==> src/rtl/lfsr_leak_pkg.sv <==
package lfsr_leak_pkg;
  typedef enum logic [1:0] {
    OP_HOLD = 2'd0,
    OP_LOAD = 2'd1,
    OP_STEP = 2'd2
  } lfsr_op_e;
endpackage

==> src/rtl/lfsr_step.sv <==
module lfsr_step
  import lfsr_leak_pkg::*;
#(
  parameter int unsigned N    = 4,
  parameter logic [N-1:0] TAPS = 4'b1001
) (
  input  logic [N-1:0] cur,
  input  logic [N-1:0] seed,
  input  lfsr_op_e     op,
  output logic [N-1:0] nxt
);
  localparam logic [N-1:0] ONE = {{(N-1){1'b0}}, 1'b1};

  logic         fb;
  logic [N-1:0] shifted;
  logic [N-1:0] seed_ok;

  assign fb = ^(cur & TAPS);

  generate
    if (N > 1) begin : g_wide
      assign shifted = {cur[N-2:0], fb};
    end else begin : g_single
      assign shifted = fb;
    end
  endgenerate

  assign seed_ok = (seed == '0) ? ONE : seed;

  always_comb begin
    case (op)
      OP_LOAD: nxt = seed_ok;
      OP_STEP: nxt = shifted;
      default: nxt = cur;
    endcase
  end
endmodule

==> src/rtl/lfsr_popcount.sv <==
module lfsr_popcount #(
  parameter int unsigned N   = 4,
  parameter int unsigned CW  = $clog2(N + 1)
) (
  input  logic [N-1:0]  vec,
  output logic [CW-1:0] count
);
  always_comb begin
    count = '0;
    for (int i = 0; i < N; i++) begin
      count = count + CW'(vec[i]);
    end
  end
endmodule

==> src/rtl/lfsr_hd_track.sv <==
module lfsr_hd_track
  import lfsr_leak_pkg::*;
#(
  parameter int unsigned CW = 3
) (
  input  logic          clk,
  input  logic          rst_n,
  input  lfsr_op_e      op,
  input  logic [CW-1:0] hd_new,
  output logic [CW-1:0] hd,
  output logic          hd_valid,
  output logic          chg,
  output logic          chg_valid
);
  logic [CW-1:0] hd_q, hd_d;
  logic          hv_q, hv_d;
  logic          chg_q, chg_d;
  logic          cv_q, cv_d;

  always_comb begin
    hd_d  = hd_q;
    hv_d  = hv_q;
    chg_d = chg_q;
    cv_d  = cv_q;
    case (op)
      OP_LOAD: begin
        hd_d  = '0;
        hv_d  = 1'b0;
        chg_d = 1'b0;
        cv_d  = 1'b0;
      end
      OP_STEP: begin
        hd_d = hd_new;
        hv_d = 1'b1;
        if (hv_q) begin
          chg_d = (hd_new != hd_q);
          cv_d  = 1'b1;
        end else begin
          chg_d = 1'b0;
          cv_d  = 1'b0;
        end
      end
      default: ;
    endcase
  end

  always_ff @(posedge clk or negedge rst_n) begin
    if (!rst_n) begin
      hd_q  <= '0;
      hv_q  <= 1'b0;
      chg_q <= 1'b0;
      cv_q  <= 1'b0;
    end else if (op != OP_HOLD) begin
      hd_q  <= hd_d;
      hv_q  <= hv_d;
      chg_q <= chg_d;
      cv_q  <= cv_d;
    end
  end

  assign hd        = hd_q;
  assign hd_valid  = hv_q;
  assign chg       = chg_q;
  assign chg_valid = cv_q;
endmodule

==> src/rtl/lfsr_leak_mon.sv <==
module lfsr_leak_mon
  import lfsr_leak_pkg::*;
#(
  parameter int unsigned  N    = 4,
  parameter logic [N-1:0] TAPS = 4'b1001,
  localparam int unsigned CW   = $clog2(N + 1)
) (
  input  logic          clk,
  input  logic          rst_n,
  input  logic          load,
  input  logic [N-1:0]  seed,
  input  logic          en,
  output logic [N-1:0]  state,
  output logic [CW-1:0] hd,
  output logic          hd_valid,
  output logic          chg,
  output logic          chg_valid
);
  localparam logic [N-1:0] ONE = {{(N-1){1'b0}}, 1'b1};

  logic          rst_meta, rst_sync_n;
  lfsr_op_e      op;
  logic [N-1:0]  state_q, state_d;
  logic [CW-1:0] hd_new;

  always_ff @(posedge clk or negedge rst_n) begin
    if (!rst_n) begin
      rst_meta   <= 1'b0;
      rst_sync_n <= 1'b0;
    end else begin
      rst_meta   <= 1'b1;
      rst_sync_n <= rst_meta;
    end
  end

  always_comb begin
    if (load)    op = OP_LOAD;
    else if (en) op = OP_STEP;
    else         op = OP_HOLD;
  end

  lfsr_step #(.N(N), .TAPS(TAPS)) u_step (
    .cur  (state_q),
    .seed (seed),
    .op   (op),
    .nxt  (state_d)
  );

  lfsr_popcount #(.N(N), .CW(CW)) u_pop (
    .vec   (state_q ^ state_d),
    .count (hd_new)
  );

  always_ff @(posedge clk or negedge rst_sync_n) begin
    if (!rst_sync_n) begin
      state_q <= ONE;
    end else if (op != OP_HOLD) begin
      state_q <= state_d;
    end
  end

  lfsr_hd_track #(.CW(CW)) u_track (
    .clk       (clk),
    .rst_n     (rst_sync_n),
    .op        (op),
    .hd_new    (hd_new),
    .hd        (hd),
    .hd_valid  (hd_valid),
    .chg       (chg),
    .chg_valid (chg_valid)
  );

  assign state = state_q;
endmodule

==> config.mk <==
export PLATFORM = sky130hd
export DESIGN_NAME = lfsr_leak_mon
export DESIGN_NICKNAME = d
export VERILOG_FILES = /design/src/rtl/lfsr_leak_pkg.sv /design/src/rtl/lfsr_step.sv /design/src/rtl/lfsr_popcount.sv /design/src/rtl/lfsr_hd_track.sv /design/src/rtl/lfsr_leak_mon.sv
export SDC_FILE = /design/constraint.sdc
export NUM_CORES = 1
export LEC_CHECK = 0
export BUFFER_PORTS_ARGS = -buffer_cell sky130_fd_sc_hd__clkbuf_2
export CORE_UTILIZATION = 45
export DETAILED_ROUTE_END_ITERATION = 10
export PLACE_DENSITY = 0.81
export SLEW_MARGIN = 20
export SYNTH_ARGS = -nofsm -noshare
export SYNTH_HDL_FRONTEND = slang
export SYNTH_SLANG_ARGS = --single-unit
==> constraint.sdc <==
create_clock -name clk -period 0.8 [get_ports clk]
set_input_delay 0 -clock clk [delete_from_list [all_inputs] [get_ports clk]]
set_output_delay 0 -clock clk [all_outputs]
set_load 0.05 [all_outputs]
==> reports/metrics.yaml <==
reg2regPathDepth: 10
place.port_buffers: 17
r2r_setup_slack_ps: -1750
cts_max_path_buffers: 2
start_util_pct: 50.0
ys_top_cells_by_area: "dfrtp_1 41%, xor2_1 12%, mux2i_1 10%"
synth_seq_cells: 12
cts_made_buffers: 3
peakVddDrop_mv: 2.25
synth.avg_cell_area_sq_um: 10.2
drive_above_1_share_pct: 54.5
pre_cts_ws_ps: -1740
io_pins: 18
dpl_cell_area_sq_um: 905
grt_max_degree: 11
multi_input_area_sq_um: 413
violations: "setup timing"
cts_tree: "done"
p_total_mw: 2.34
ant_nets: 0
die_x_microns: 40.8
syn-num-nets: 77
finalHoldViolCount: 0
p_per_area_nw_per_um2: 2010
yosys.area.top_type: "dfrtp_1"
yosysWarningCount: 0
p_leak_nw: 0.546
grt_usage_pct: 26.2
routed-wl-met2_microns: 1050
seq_area_sq_um: 312
wl_met1_microns: 666
gp_congestion: 0.800
syn_area_sq_um: 676
drcViolationCount: 0
netlist_instances: 66
fin_nets: 113
grt_first_pass_wirelength_microns: 2500
whs_ps: 57.3
grt_pass1_vias: 563
setup_ws_ps: -1750
r2r-end: "u_track.chg"
gr-total-overflow: 0
finClkSkew_ps: 10.0
synth.distinct_cells: 23
syn_to_final_growth_pct: 71.9
diodes: 0
period_needed_ps: 2550
drv_slew: 0
cp-endpoint: "u_track.chg"
worstSetupPathType: "flip-flop to flip-flop"
rsz0062_at_grt: "true"
outcome: "complete, but fails checks"
h-tree-depth: 1
routed_wl_microns: 1770
num_vias: 596
startpoint: "state[0]"
worstPathArrival_ps: 2710
antenna_found_initial: 0
synth-seq-area-share_pct: 44.6
clk_pin_slew_ps: 80
met3_length_microns: 38
clk_latency_ps: 280
cts_sinks: 12
drtIter0Drc: 3
synth_top_area_share_pct: 40.7
die_area_sq_um: 1660
critPathRequiredTime_ps: 960
hpwlAfterDp_microns: 1070
root_buffer: "clkbuf_4"
fmax_mhz: 393
maxCapViolations: 0
postLayoutCellArea_sq_um: 1160
path_max_fanout: 4
setup_viol: 19
firstDrtPassIters: 4
worstSetupEndpointType: "flip-flop"
chipHeight_microns: 40.8
start_kind: "flip-flop"
fillCellCount: 76
top_layer: "met4"
finalCritPeriodShare_pct: 318
wire_per_inst_microns: 15.3
holdCritPathClass: "primary input to asynchronous set/reset pin"
r2r-start: "state[0]"
core_sq_um: 1350
vias_per_cell: 5.14
row_count: 13
## cells in the final DEF (no fill, tap or decap), drive strengths merged, types with 2 or more instances in the layout
cell,instances
inv,3
o21ai,6
mux2i,7
ha,2
nor2,7
dfrtp,11
a22oi,2
clkbuf,15
buf,22
nand2,4
xor2,9
## where the power goes
group          total, mW  internal, mW  switching (mW)  leakage, nW
clock network      0.485         0.277           0.208       0.0210
registers          0.761         0.681          0.0797        0.145
logic               1.09         0.541           0.550        0.380
## critical path, stage by stage (launching register included)
cell	delay, ps
dfstp_4	480
or3_1	370
a31o_1	210
ha_4	270
inv_2	30
fa_2	320
inv_2	70
ha_4	200
xor2_1	160
o311ai_1	230
a21oi_1	110
## per-layer routing
metal | vias up | global-route usage [%]
met5 | - | 0
met4 | 0 | 15.0
met3 | 2 | 8.15
met2 | 14 | 47.2
met1 | 289 | 26.1
li1 | 291 | -
## cell families after synthesis
family                     Yosys count  synth area share (%)
adders and majority gates            3                  6.67
buffers and inverters                6                  3.89
DFF                                 12                  44.6
xor gates and xnor gates            10                  13.0
and+or+nand+nor                     15                  9.63
muxes                                7                  10.4
other                                1                 0.555
AOI/OAI and AO/OA                   12                  11.3
## through the flow
step | cells | util, % | TNS [ps]
3_3_place_gp | 110 | 67.0 | -6330
5_1_grt | 116 | 86.0 | -8940
6_report | 116 | 86.0 | -8280
3_5_place_dp | 110 | 67.0 | -6630
4_1_cts | 117 | 83.0 | -8280
2_1_floorplan | 66 | - | -6470
## how the worst min path moves through the flow
stage                     slack (ps)    endpoint  cells past startpoint   from
final                             60  rst_sync_n                      2  rst_n
after global routing              50  rst_sync_n                      2  rst_n
after CTS                         40    rst_meta                      2  rst_n
after detailed placement        -210  rst_sync_n                      1  rst_n
after global placement          -210    rst_meta                      1  rst_n
after floorplan                 -300    rst_meta                      0  rst_n
## sequential cells by signal (all words and copies together) (netlist names)
register	flops
rst_meta	1
rst_sync_n	1
state	4
u_track.chg	1
u_track.chg_valid	1
u_track.hd	3
u_track.hd_valid	1
## cell type report
cell class	instances	area share, %
multi-input cells	48	35.6
inverters	3	0.970
flip-flops and latches	12	26.8
clock buffers	4	3.13
well taps	15	1.62
repair buffers	34	31.9
## Yosys cell counts (all sizes together)
| library cell | count |
|---|---|
| fa | 1 |
| xor2 | 9 |
| conb | 1 |
| nand2b | 1 |
| nor3 | 1 |
| or3 | 1 |
| inv | 3 |
| dfrtp | 11 |
| ha | 2 |
| a21oi | 1 |
| o311ai | 1 |
| nor2 | 7 |
| xnor2 | 1 |
| a22o | 1 |
| mux2i | 7 |
| buf | 3 |
| nand2 | 4 |
| o21ai | 6 |
| dfstp | 1 |
| a31o | 1 |
| a22oi | 2 |
| nor2b | 1 |
## repair_timing
item | CTS | global route
pin swaps | 1 | 3
setup buffers | 2 | 2
hold buffers | 1 | 0
setup endpoints to repair | 18 | 20
resized for setup | 29 | 18
hold endpoints to repair | 2 | 0
Power figures use the tool's default switching activity.
